===== src/rtl/dma_seq_pkg.sv =====
package dma_seq_pkg;

    typedef enum logic [1:0] {
        TRIG_BUF = 2'b00,
        TRIG_BLK = 2'b01,
        TRIG_RPT = 2'b10,
        TRIG_LL  = 2'b11
    } trig_e;

    typedef enum logic [1:0] {
        PM_FIXED = 2'b00,
        PM_RSVD  = 2'b01,
        PM_INC   = 2'b10,
        PM_DEC   = 2'b11
    } ptr_mode_e;

    localparam int BUF_W = 8;

    typedef struct packed {
        ptr_mode_e        src_mode;
        ptr_mode_e        dst_mode;
        logic [1:0]       src_size;
        logic [1:0]       dst_size;
        logic [BUF_W-1:0] buf_beats;
        trig_e            trig;
    } chan_cfg_t;

endpackage


===== src/rtl/dma_cfg_decode.sv =====
module dma_cfg_decode
    import dma_seq_pkg::*;
(
    input  logic [31:0] cfg_word,
    output chan_cfg_t   cfg
);
    logic [7:0] len_fld;
    logic       unused_cfg_bits;

    assign len_fld = cfg_word[25:18];
    assign unused_cfg_bits = ^{cfg_word[31:30], cfg_word[27:26],
                               cfg_word[17:12], cfg_word[7:4]};

    always_comb begin
        cfg.src_mode  = ptr_mode_e'(cfg_word[1:0]);
        cfg.dst_mode  = ptr_mode_e'(cfg_word[3:2]);
        cfg.src_size  = cfg_word[9:8];
        cfg.dst_size  = cfg_word[11:10];
        cfg.trig      = trig_e'(cfg_word[29:28]);
        if (len_fld[7]) begin
            cfg.buf_beats = 8'd128;
        end else begin
            cfg.buf_beats = len_fld + 8'd1;
        end
    end
endmodule


===== src/rtl/dma_ptr_unit.sv =====
module dma_ptr_unit
    import dma_seq_pkg::*;
#(
    parameter int AW = 32
) (
    input  logic          clk,
    input  logic          rst_n,
    input  logic          load,
    input  logic [AW-1:0] base,
    input  logic          step_en,
    input  ptr_mode_e     mode,
    input  logic [1:0]    size,
    output logic [AW-1:0] ptr
);
    logic [AW-1:0] step;

    assign step = AW'(1) << size;

    always_ff @(posedge clk or negedge rst_n) begin
        if (!rst_n) begin
            ptr <= '0;
        end else if (load) begin
            ptr <= base;
        end else if (step_en) begin
            unique case (mode)
                PM_INC:  ptr <= ptr + step;
                PM_DEC:  ptr <= ptr - step;
                default: ptr <= ptr;
            endcase
        end
    end

    AST_FIXED_HOLDS: assert property (@(posedge clk) disable iff (!rst_n)
        (step_en && !load && (mode == PM_FIXED || mode == PM_RSVD)) |=> (ptr == $past(ptr)));
endmodule


===== src/rtl/dma_count_unit.sv =====
module dma_count_unit #(
    parameter int BLK_W = 17,
    parameter int RPT_W = 8,
    parameter int BUF_W = 8
) (
    input  logic             clk,
    input  logic             rst_n,
    input  logic             start_blk,
    input  logic [BLK_W-1:0] blk_len,
    input  logic [RPT_W-1:0] rpt_cnt,
    input  logic             reload_blk,
    input  logic             start_buf,
    input  logic [BUF_W-1:0] buf_beats,
    input  logic             beat,
    output logic             blk_last,
    output logic             buf_last,
    output logic             rpt_zero
);
    logic [BLK_W-1:0] blk_left;
    logic [BLK_W-1:0] blk_init_q;
    logic [BLK_W-1:0] blk_eff;
    logic [RPT_W-1:0] rpt_left;
    logic [BUF_W-1:0] buf_left;

    assign blk_eff = (blk_len == '0) ? BLK_W'(1) : blk_len;

    always_ff @(posedge clk or negedge rst_n) begin
        if (!rst_n) begin
            blk_left   <= '0;
            blk_init_q <= '0;
            rpt_left   <= '0;
        end else if (start_blk) begin
            blk_left   <= blk_eff;
            blk_init_q <= blk_eff;
            rpt_left   <= rpt_cnt;
        end else if (reload_blk) begin
            blk_left   <= blk_init_q;
            rpt_left   <= rpt_left - RPT_W'(1);
        end else if (beat) begin
            blk_left   <= blk_left - BLK_W'(1);
        end
    end

    always_ff @(posedge clk or negedge rst_n) begin
        if (!rst_n) begin
            buf_left <= '0;
        end else if (start_buf) begin
            buf_left <= buf_beats;
        end else if (beat) begin
            buf_left <= buf_left - BUF_W'(1);
        end
    end

    assign blk_last = (blk_left == BLK_W'(1));
    assign buf_last = (buf_left == BUF_W'(1));
    assign rpt_zero = (rpt_left == '0);

    AST_BLK_NOT_EMPTY: assert property (@(posedge clk) disable iff (!rst_n)
        beat |-> (blk_left != '0));
    AST_RPT_NO_UNDERFLOW: assert property (@(posedge clk) disable iff (!rst_n)
        reload_blk |-> (rpt_left != '0));
endmodule


===== src/rtl/dma_chan_seq.sv =====
module dma_chan_seq
    import dma_seq_pkg::*;
#(
    parameter int AW    = 32,
    parameter int DW    = 32,
    parameter int BLK_W = 17,
    parameter int RPT_W = 8
) (
    input  logic             clk,
    input  logic             rst_n,
    input  logic [31:0]      cfg_word,
    input  logic [1:0]       prio_cfg,
    input  logic [AW-1:0]    src_base,
    input  logic [AW-1:0]    dst_base,
    input  logic [BLK_W-1:0] blk_len,
    input  logic [RPT_W-1:0] rpt_cnt,
    input  logic             ack_by_write,
    input  logic [AW-1:0]    ack_addr,
    input  logic [DW-1:0]    ack_data,
    input  logic             req,
    output logic             rd_en,
    output logic [AW-1:0]    rd_addr,
    input  logic [DW-1:0]    rd_data,
    output logic             wr_en,
    output logic [AW-1:0]    wr_addr,
    output logic [DW-1:0]    wr_data,
    output logic             wr_word,
    output logic             busy,
    output logic             done,
    output logic             tc,
    output logic             req_ack,
    output logic             err,
    output logic [1:0]       prio_out
);
    localparam int NSIDE = 2;

    typedef enum logic [2:0] {
        ST_IDLE, ST_READ, ST_WRITE, ST_ACKWR, ST_FINISH
    } state_e;

    state_e    state, state_nx;
    chan_cfg_t dec;

    ptr_mode_e  smode_q, dmode_q;
    logic [1:0] ssize_q, dsize_q;
    trig_e      trig_q;
    logic          ack_q;
    logic [AW-1:0] ack_addr_q;
    logic [DW-1:0] ack_data_q;
    logic fresh_q, tc_pend_q, err_q;
    logic [1:0] prio_q;

    logic accept, new_blk, beat, rpt_reload, blk_end, buf_end, unit_end;
    logic blk_last, buf_last, rpt_zero;

    logic [AW-1:0] base_in [NSIDE];
    logic [AW-1:0] base_q  [NSIDE];
    logic [AW-1:0] ld_val  [NSIDE];
    logic [AW-1:0] ptr     [NSIDE];
    ptr_mode_e     mode_sel[NSIDE];
    logic [1:0]    size_sel[NSIDE];

    dma_cfg_decode u_dec (.cfg_word(cfg_word), .cfg(dec));

    // control decode
    assign accept     = (state == ST_IDLE) && req;
    assign new_blk    = accept && fresh_q;
    assign beat       = (state == ST_WRITE);
    assign rpt_reload = beat && blk_last && (trig_q == TRIG_RPT) && !rpt_zero;
    assign blk_end    = beat && blk_last && !rpt_reload;
    assign buf_end    = beat && buf_last && (trig_q == TRIG_BUF);
    assign unit_end   = blk_end || buf_end;

    // per-side pointer generators
    assign base_in[0]  = src_base;
    assign base_in[1]  = dst_base;
    assign mode_sel[0] = smode_q;
    assign mode_sel[1] = dmode_q;
    assign size_sel[0] = ssize_q;
    assign size_sel[1] = dsize_q;

    for (genvar g = 0; g < NSIDE; g++) begin : g_side
        assign ld_val[g] = new_blk ? base_in[g] : base_q[g];

        always_ff @(posedge clk or negedge rst_n) begin
            if (!rst_n) begin
                base_q[g] <= '0;
            end else if (new_blk) begin
                base_q[g] <= base_in[g];
            end
        end

        dma_ptr_unit #(.AW(AW)) u_ptr (
            .clk     (clk),
            .rst_n   (rst_n),
            .load    (new_blk || rpt_reload),
            .base    (ld_val[g]),
            .step_en (beat),
            .mode    (mode_sel[g]),
            .size    (size_sel[g]),
            .ptr     (ptr[g])
        );
    end

    dma_count_unit #(.BLK_W(BLK_W), .RPT_W(RPT_W), .BUF_W(BUF_W)) u_cnt (
        .clk        (clk),
        .rst_n      (rst_n),
        .start_blk  (new_blk),
        .blk_len    (blk_len),
        .rpt_cnt    (rpt_cnt),
        .reload_blk (rpt_reload),
        .start_buf  (accept),
        .buf_beats  (dec.buf_beats),
        .beat       (beat),
        .blk_last   (blk_last),
        .buf_last   (buf_last),
        .rpt_zero   (rpt_zero)
    );

    // state register
    always_ff @(posedge clk or negedge rst_n) begin
        if (!rst_n) begin
            state <= ST_IDLE;
        end else begin
            state <= state_nx;
        end
    end

    // next-state logic
    always_comb begin
        state_nx = state;
        unique case (state)
            ST_IDLE:   if (req) state_nx = ST_READ;
            ST_READ:   state_nx = ST_WRITE;
            ST_WRITE: begin
                if (unit_end) begin
                    state_nx = ack_q ? ST_ACKWR : ST_FINISH;
                end else begin
                    state_nx = ST_READ;
                end
            end
            ST_ACKWR:  state_nx = ST_FINISH;
            ST_FINISH: state_nx = ST_IDLE;
            default:   state_nx = ST_IDLE;
        endcase
    end

    // request-scoped registers
    always_ff @(posedge clk or negedge rst_n) begin
        if (!rst_n) begin
            smode_q    <= PM_FIXED;
            dmode_q    <= PM_FIXED;
            ssize_q    <= '0;
            dsize_q    <= '0;
            trig_q     <= TRIG_BUF;
            ack_q      <= 1'b0;
            ack_addr_q <= '0;
            ack_data_q <= '0;
            err_q      <= 1'b0;
        end else if (accept) begin
            smode_q    <= dec.src_mode;
            dmode_q    <= dec.dst_mode;
            ssize_q    <= dec.src_size;
            dsize_q    <= dec.dst_size;
            trig_q     <= dec.trig;
            ack_q      <= ack_by_write;
            ack_addr_q <= ack_addr;
            ack_data_q <= ack_data;
            err_q      <= (dec.trig == TRIG_LL);
        end
    end

    always_ff @(posedge clk or negedge rst_n) begin
        if (!rst_n) begin
            fresh_q   <= 1'b1;
            tc_pend_q <= 1'b0;
            prio_q    <= 2'b00;
        end else begin
            prio_q <= prio_cfg;
            if (accept) begin
                fresh_q   <= 1'b0;
                tc_pend_q <= 1'b0;
            end else if (blk_end) begin
                fresh_q   <= 1'b1;
                tc_pend_q <= 1'b1;
            end
        end
    end

    // outputs by state
    always_comb begin
        rd_en   = 1'b0;
        wr_en   = 1'b0;
        wr_word = 1'b0;
        done    = 1'b0;
        rd_addr = ptr[0];
        wr_addr = ptr[1];
        wr_data = rd_data;
        unique case (state)
            ST_IDLE:   ;
            ST_READ:   rd_en = 1'b1;
            ST_WRITE:  wr_en = 1'b1;
            ST_ACKWR: begin
                wr_en   = 1'b1;
                wr_word = 1'b1;
                wr_addr = ack_addr_q;
                wr_data = ack_data_q;
            end
            ST_FINISH: done = 1'b1;
            default:   ;
        endcase
    end

    assign busy     = (state != ST_IDLE);
    assign tc       = done && tc_pend_q;
    assign req_ack  = done && !ack_q;
    assign err      = err_q;
    assign prio_out = prio_q;

    AST_SINGLE_BEAT: assert property (@(posedge clk) disable iff (!rst_n)
        !(rd_en && wr_en));
    AST_READ_THEN_WRITE: assert property (@(posedge clk) disable iff (!rst_n)
        rd_en |=> (wr_en && !wr_word));
    AST_DONE_ONE_CYCLE: assert property (@(posedge clk) disable iff (!rst_n)
        done |=> !done);
    AST_MOVE_WHILE_BUSY: assert property (@(posedge clk) disable iff (!rst_n)
        (rd_en || wr_en) |-> busy);
    AST_HW_ACK_ONLY: assert property (@(posedge clk) disable iff (!rst_n)
        req_ack |-> (done && !ack_q));
    AST_TC_AT_DONE: assert property (@(posedge clk) disable iff (!rst_n)
        tc |-> done);
    AST_PRIO_DELAY: assert property (@(posedge clk) disable iff (!rst_n)
        1'b1 |=> (prio_out == $past(prio_cfg)));
    AST_ERR_STABLE_BUSY: assert property (@(posedge clk) disable iff (!rst_n)
        busy |=> $stable(err));
endmodule


===== config.mk =====
export PLATFORM = sky130hd
export DESIGN_NAME = dma_chan_seq
export DESIGN_NICKNAME = d
export VERILOG_FILES = /design/src/rtl/dma_seq_pkg.sv /design/src/rtl/dma_cfg_decode.sv /design/src/rtl/dma_ptr_unit.sv /design/src/rtl/dma_count_unit.sv /design/src/rtl/dma_chan_seq.sv
export SDC_FILE = /design/constraint.sdc
export NUM_CORES = 1
export LEC_CHECK = 0
export BUFFER_PORTS_ARGS = -buffer_cell sky130_fd_sc_hd__buf_2
export CAP_MARGIN = 25
export CORE_MARGIN = 2
export CORE_UTILIZATION = 60
export CTS_CLUSTER_DIAMETER = 200
export DETAILED_ROUTE_END_ITERATION = 7
export HOLD_SLACK_MARGIN = 0.15
export PLACE_DENSITY = 0.95
export RECOVER_POWER = 25
export REMOVE_ABC_BUFFERS = 1
export SYNTH_ARGS = -nofsm -noshare
export SYNTH_HDL_FRONTEND = slang
export SYNTH_SLANG_ARGS = --single-unit
export TNS_END_PERCENT = 10

===== constraint.sdc =====
create_clock -name clk -period 8.09 [get_ports clk]
set_clock_uncertainty 0.1 [all_clocks]
set_input_delay 0.4045 -clock clk [delete_from_list [all_inputs] [get_ports clk]]
set_output_delay 0.4045 -clock clk [all_outputs]
set_load 0.02 [all_outputs]

==> results of run 1 <==
-- final timing paths --
| kind | from | end | slack [ns] | cells after the start |
|---|---|---|---|---|
| max reg2reg | state[0] | g_side[1].u_ptr.ptr[25] | 3.83 | 8 |
| min | cfg_word[20] | u_cnt.buf_left[4] | 0.25 | 4 |
| max in group asynchronous | rst_n | ack_addr_q[14] | 5.98 | 4 |
| max | state[0] | g_side[1].u_ptr.ptr[25] | 3.83 | 8 |
| min reg2reg | base_q[0] | base_q[0] | 0.37 | 2 |
| min in group asynchronous | rst_n | base_q[43] | 0.40 | 2 |
-- critical path: cells and delay by family, from the launching register on --
kind	cells	cell delay, ns
and+or+nand+nor	5	2.31
buffers and inverters	2	1.02
DFF	1	0.49
AOI/OAI and AO/OA	1	0.18
-- power breakdown --
part           switching, uW  internal [uW]
Clock                    562            811
Sequential             0.206           1310
Combinational           86.5            108
Total                    648           2220
-- stage by stage --
step | hold slack [ns] | area (um^2) | instances
final | 0.249 | 19800 | 2579
after global routing | 0.277 | 19800 | 2579
after detailed placement | 0.353 | 17000 | 2345
after global placement | 0.347 | 17000 | 2344
after floorplan | 0.00891 | 14900 | 1691
after CTS | 0.199 | 19700 | 2573
-- final cells by class --
cell class                 count  area (um^2)  share of cell area [%]
multi-input combinational   1396         8230                    41.7
sequential                   261         6530                    33.1
timing repair buffer         502         3460                    17.5
clock buffer                  41          831                    4.21
tap                          330          413                    2.09
clock inverter                12          153                   0.773
inverter                      34          128                   0.646
antenna                        3         7.51                  0.0380
-- layer usage --
| metal | GRT usage [%] | up-vias | wire, um |
|---|---|---|---|
| met5 | 0 | - | 0 |
| met4 | 22.0 | 0 | 3190 |
| met3 | 7.15 | 300 | 4280 |
| met2 | 65.0 | 1050 | 25400 |
| met1 | 44.8 | 7480 | 18800 |
| li1 | - | 7038 | - |
-- cells in the mapped netlist (all sizes together), types with 19 or more instances --
cell type	count	share of area, %
a21oi	98	3.2
ha	67	5.5
mux2	67	4.9
dfrtp	260	42
nor3	20	0.65
buf	26	1.1
or3	25	1.1
inv	34	0.83
a21o	27	1.4
a31oi	51	2.2
xor2	29	1.7
xnor2	43	2.5
nor2	95	2.3
o21a	19	0.93
o21ai	88	3.0
clkbuf	63	1.9
a211oi	36	1.8
nand2	551	14
-- kinds of logic after synthesis --
logic type / Yosys count
buffers and inverters: 124
AND/OR/NAND/NOR: 798
multiplexers: 69
flip-flops: 261
XOR/XNOR: 72
AO/OA/AOI/OAI: 388
adder cells (fa/ha/maj): 69
-- sequential cells by signal, indices dropped and copies added (netlist names), 3 cells and up --
register	flops
ack_addr_q	32
ack_data_q	32
base_q	64
g_side.u_ptr.ptr	64
state	3
u_cnt.blk_init_q	17
u_cnt.blk_left	17
u_cnt.buf_left	8
u_cnt.rpt_left	8
-- timing repair --
action	CTS	global route
hold buffers	175	0
endpoints found under the setup margin	0	0
buffers inserted	0	0
endpoints found under the hold margin	338	0
==> metrics.txt, run 1 <==
run status=completed; standard cell core area=0.0251 mm^2; IO buf count=314; endpoint type of the worst setup path=register; crit-path cells=nor3_1 > and2_0 > buf_16 > nand2_4 > nand2_2 > buf_4 > nor2_1 > a21oi_1; post-layout total power=2870 uW; global-route wire length before repair=81.0 mm; slowest stage delay, CP=0.63 ns; H-tree Lvls=1; Worst Tran Pin Value=1.00 ns; fraction of registers with async set/reset=100%; adder-cell share of the synthesized area=5.73%; total of flip-flops plus latches after synthesis=261; most common library cell in the layout ignoring fill and taps=sky130_fd_sc_hd__nand2_1; DR WL/cell=20.0 um; max-capacitance violation count=0; Worst setup SP type=register; remaining antenna violation count=0; post-CTS sizing=0; max_slew headroom=32.5%; count of standard-cell rows=58; Tot GR Track Use=38.0%; Achievable Freq=0.235 GHz; count of unresolved DRC violations after routing=0; basic-gate share of the synthesized area counting and, or, nand and nor cells=22.2%; maximum fanout count along the critical path=82; Overflow after GRT=0; root buf cell=sky130_fd_sc_hd__clkbuf_16; worst IR drop on VDD=0.000147 V; Starting Density=61.0%; RePlAce Congestion=0.955; fin crit share=52.6%; number of buffers on the longest clock path=3; flip-flop cell with the highest count after synthesis=sky130_fd_sc_hd__dfrtp_1; xor/xnor cell area share of the yosys netlist=4.12%; clock latency reported for the late side of the worst-skew pair=0.55 ns; power per cell area=145 mW/mm^2; Final TNS setup=0 ns; slowest stage cell, crit path=sky130_fd_sc_hd__nand2_2; area of the mapped netlist=0.0153 mm^2; y dimension of the die=164 um; CTS Sinks=261; share of cells above drive strength 1=19.7%; die span in x=164 um; Mapped Cells=1781; Final Util=78.7%; data required time of the critical path=8.46 ns; top library cells by usage in the layout, fill and taps aside=547 x sky130_fd_sc_hd__nand2_1, 278 x sky130_fd_sc_hd__buf_2, 260 x sky130_fd_sc_hd__dfrtp_1; Total Die Area=0.0268 mm^2; setup repair after global routing missed its margin=false; number of vias after detailed routing=15900; number of fill cells in the layout=1459; share of cell area taken by muxes after synthesis=5.06%; Post-Route WL=51.7 mm; CTS Buf Count=29; Crit Path Category=register to register; area growth from synthesis to layout=29.0%; number of detailed-route iterations in the first pass=6; Critical Path AT=4.63 ns; Synth Area in Compound Gates=16.4%; worst min-delay path category=input pin to register; clock transition at the register clock pins on the worst setup and hold paths after CTS=0.07 ns; setup slack after placement=3.83 ns; number of nets in the layout=2516; hold violation count in the final report=0; pin count of the biggest net entering global routing=111; routed via count divided by cell count=6.15; final setup fails=0; largest family of logic cells by synthesized area=simple AND/OR/NAND/NOR gates; shortest period the worst path allows=4.26 ns; number of enable-type register cells in the synthesized netlist=0; Netlist cell types=87; CTS tree=done; number of synthesis warnings=0; pins over their slew limit=0; I/O pin count=329; sequential cell area fraction in the yosys report=42.6%; leakage=0.0100 uW; vias in the first global route=16200; sum of net half-perimeters after detailed placement=29.6 mm; number of antenna violations at the first check in global routing=3; PnR worst setup slack=3.83 ns; mean post-synth cell area=8.60 um^2; number of DRC markers after the initial detailed-route iteration=1657
(Power assumes the default switching activity.)
==> inputs of run 2 (changes only) <==
Settings changed: CORE_UTILIZATION 60 to 56, PLACE_DENSITY 0.95 to 0.92.
Clock period 8.09 ns to 4 ns, I/O delays scaled along.
==> run 2 against run 1 <==
Against the previous run: maximum frequency grew 13%; highest routed layer unchanged; hold slack lost 0.035 ns; the flow now finishes with violations (max-capacitance violations, max-slew violations); die area grew 7.0%; critical path type unchanged.
==> metrics.txt, run 2 (synthesis results as in run 1) <==
setup repair after global routing missed its margin=false; area growth from synthesis to layout=31.7%; largest registers in the final layout=base_q: 64 flops, g_side.u_ptr.ptr: 64 flops; clock transition at the register clock pins on the worst setup and hold paths after CTS=0.06 ns; worst flop-to-flop path endpoint=u_cnt.rpt_left[4]; crit path to=u_cnt.rpt_left[4]; data required time of the critical path=4.32 ns; Cell Area, Placed=0.0171 mm^2; Final Util=75.1%; cell count of the worst reg-to-reg path=9; post-layout total power=5960 uW; worst IR drop on VDD=0.000326 V; fin crit share=94.1%; Starting Density=57.0%; number of nets in the layout=2553; top library cells by usage in the layout, fill and taps aside=547 x sky130_fd_sc_hd__nand2_1, 282 x sky130_fd_sc_hd__buf_2, 260 x sky130_fd_sc_hd__dfrtp_1; shortest period the worst path allows=3.76 ns; share of cells above drive strength 1=20.1%; most common library cell in the layout ignoring fill and taps=sky130_fd_sc_hd__nand2_1; remaining antenna violation count=0; max_slew headroom=-83.8%; CTS tree=done; GRT busiest layer=met2; final setup fails=0; die span in x=169 um; Reg2Reg Launch Point=u_cnt.blk_left[7]; number of detailed-route iterations in the first pass=5; Critical Path AT=4.09 ns; failing checks=max-capacitance violations, max-slew violations; sum of net half-perimeters after detailed placement=29.9 mm; CTS Sinks=261; number of vias after detailed routing=15800; Post-Route WL=50.7 mm; proportion of power drawn by flip-flops and latches=44.3%; fraction of power spent switching nets=22.4%; CTS Buf Count=30; Worst Tran Pin Value=2.76 ns; Critical Path Source=u_cnt.blk_left[7]; Achievable Freq=0.266 GHz; I/O pin count=329; standard cell core area=0.0269 mm^2; routed via count divided by cell count=6.00; DR WL/cell=19.3 um; run status=finished, violations left; worst min-delay path category=input pin to register; Gate power share=6.5%; leakage=0.0102 uW; setup slack after placement=0.413 ns; total area of multi-input combinational cells=0.00824 mm^2; number of antenna violations at the first check in global routing=5; power per cell area=295 mW/mm^2; PnR worst setup slack=0.236 ns; number of fill cells in the layout=1760; pins over their slew limit=104; pin count of the biggest net entering global routing=105; cell internal power dissipation=4630 uW; Sw Pwr=1340 uW; number of DRC markers after the initial detailed-route iteration=1526; H-tree Lvls=1; R2R Setup Slk=0.24 ns; Overflow after GRT=0; max-capacitance violation count=1; maximum fanout count along the critical path=28; root buf cell=sky130_fd_sc_hd__clkbuf_16; met3 Usage GRT=5.95%; number of buffers on the longest clock path=3; Crit Path Category=register to register; non-filler cells, final=2631; post-route cell area=0.0202 mm^2; hold violation count in the final report=0; count of placed standard cells including taps=2362; endpoint type of the worst setup path=register; Total Die Area=0.0287 mm^2; IO buf count=314; RePlAce Congestion=0.905; Tot GR Track Use=34.6%; clock network fraction of total power=49.2%; count of unresolved DRC violations after routing=0; global-route wire length before repair=80.7 mm; Worst setup SP type=register; y dimension of the die=169 um; clock latency reported for the late side of the worst-skew pair=0.56 ns; global routing met2 resource utilization=59.2%; count of standard-cell rows=60; area of all sequential standard cells=0.00653 mm^2; grt met1 use=41.2%; vias in the first global route=16300
==> run 2: cell type report <==
| type | instances | share of cell area [%] |
|---|---|---|
| Clock inverter | 14 | 0.930 |
| Timing Repair Buffer | 538 | 18.8 |
| Multi-Input combinational cell | 1396 | 40.8 |
| Antenna cell | 6 | 0.0744 |
| Inverter | 34 | 0.651 |
| Sequential cell | 261 | 32.4 |
| Tap cell | 341 | 2.11 |
| Clock buffer | 41 | 4.28 |
==> run 2: worst max-delay path, cell delays in order, from the launching register on <==
cell,delay (ns)
sky130_fd_sc_hd__dfrtp_1,0.41
sky130_fd_sc_hd__nor4_1,0.69
sky130_fd_sc_hd__and3_1,0.26
sky130_fd_sc_hd__nand3_1,0.12
sky130_fd_sc_hd__or2_1,0.61
sky130_fd_sc_hd__or3_4,0.52
sky130_fd_sc_hd__nor2_1,0.13
sky130_fd_sc_hd__xnor2_1,0.15
sky130_fd_sc_hd__o21ai_1,0.07
sky130_fd_sc_hd__dlygate4sd3_1,0.56
==> run 2: repair_timing <==
item                                    CTS  global route
hold buffers                            206             0
buffers inserted                          0             2
endpoints found under the setup margin    0             1
resized for setup                         0             1
hold endpoints to repair                358             0
==> run 2: power groups by stage <==
stage	Clock (uW)	Combinational, uW	Sequential (uW)
after floorplan	0	47.0	2690
after global placement	0	230	2690
after detailed placement	0	236	2690
after CTS	2930	374	2640
after global routing	3070	414	2640
final	2930	389	2640
==> run 2: worst min-delay path by stage <==
| stage | cells past startpoint | end | startpoint |
|---|---|---|---|
| 2_1_floorplan | 0 | ack_addr_q[0] | rst_n |
| 3_3_place_gp | 1 | base_q[43] | rst_n |
| 3_5_place_dp | 1 | base_q[43] | rst_n |
| 4_1_cts | 2 | prio_out[0] | prio_cfg[0] |
| 5_1_grt | 2 | prio_out[0] | prio_cfg[0] |
| 6_report | 2 | prio_out[0] | prio_cfg[0] |
==> run 2: metrics by stage <==
step / hold WS (ns) / setup TNS, ns
floorplan: -0.196 / -209.69
global placement: 0.200 / 0
detailed placement: 0.208 / 0
CTS: 0.186 / 0
global route: 0.198 / 0
finish: 0.214 / 0
==> run 2: routing by layer <==
layer	vias up	routed length, um
met5	-	0
met4	0	3100
met3	266	3890
met2	904	24400
met1	7506	19200
li1	7110	-
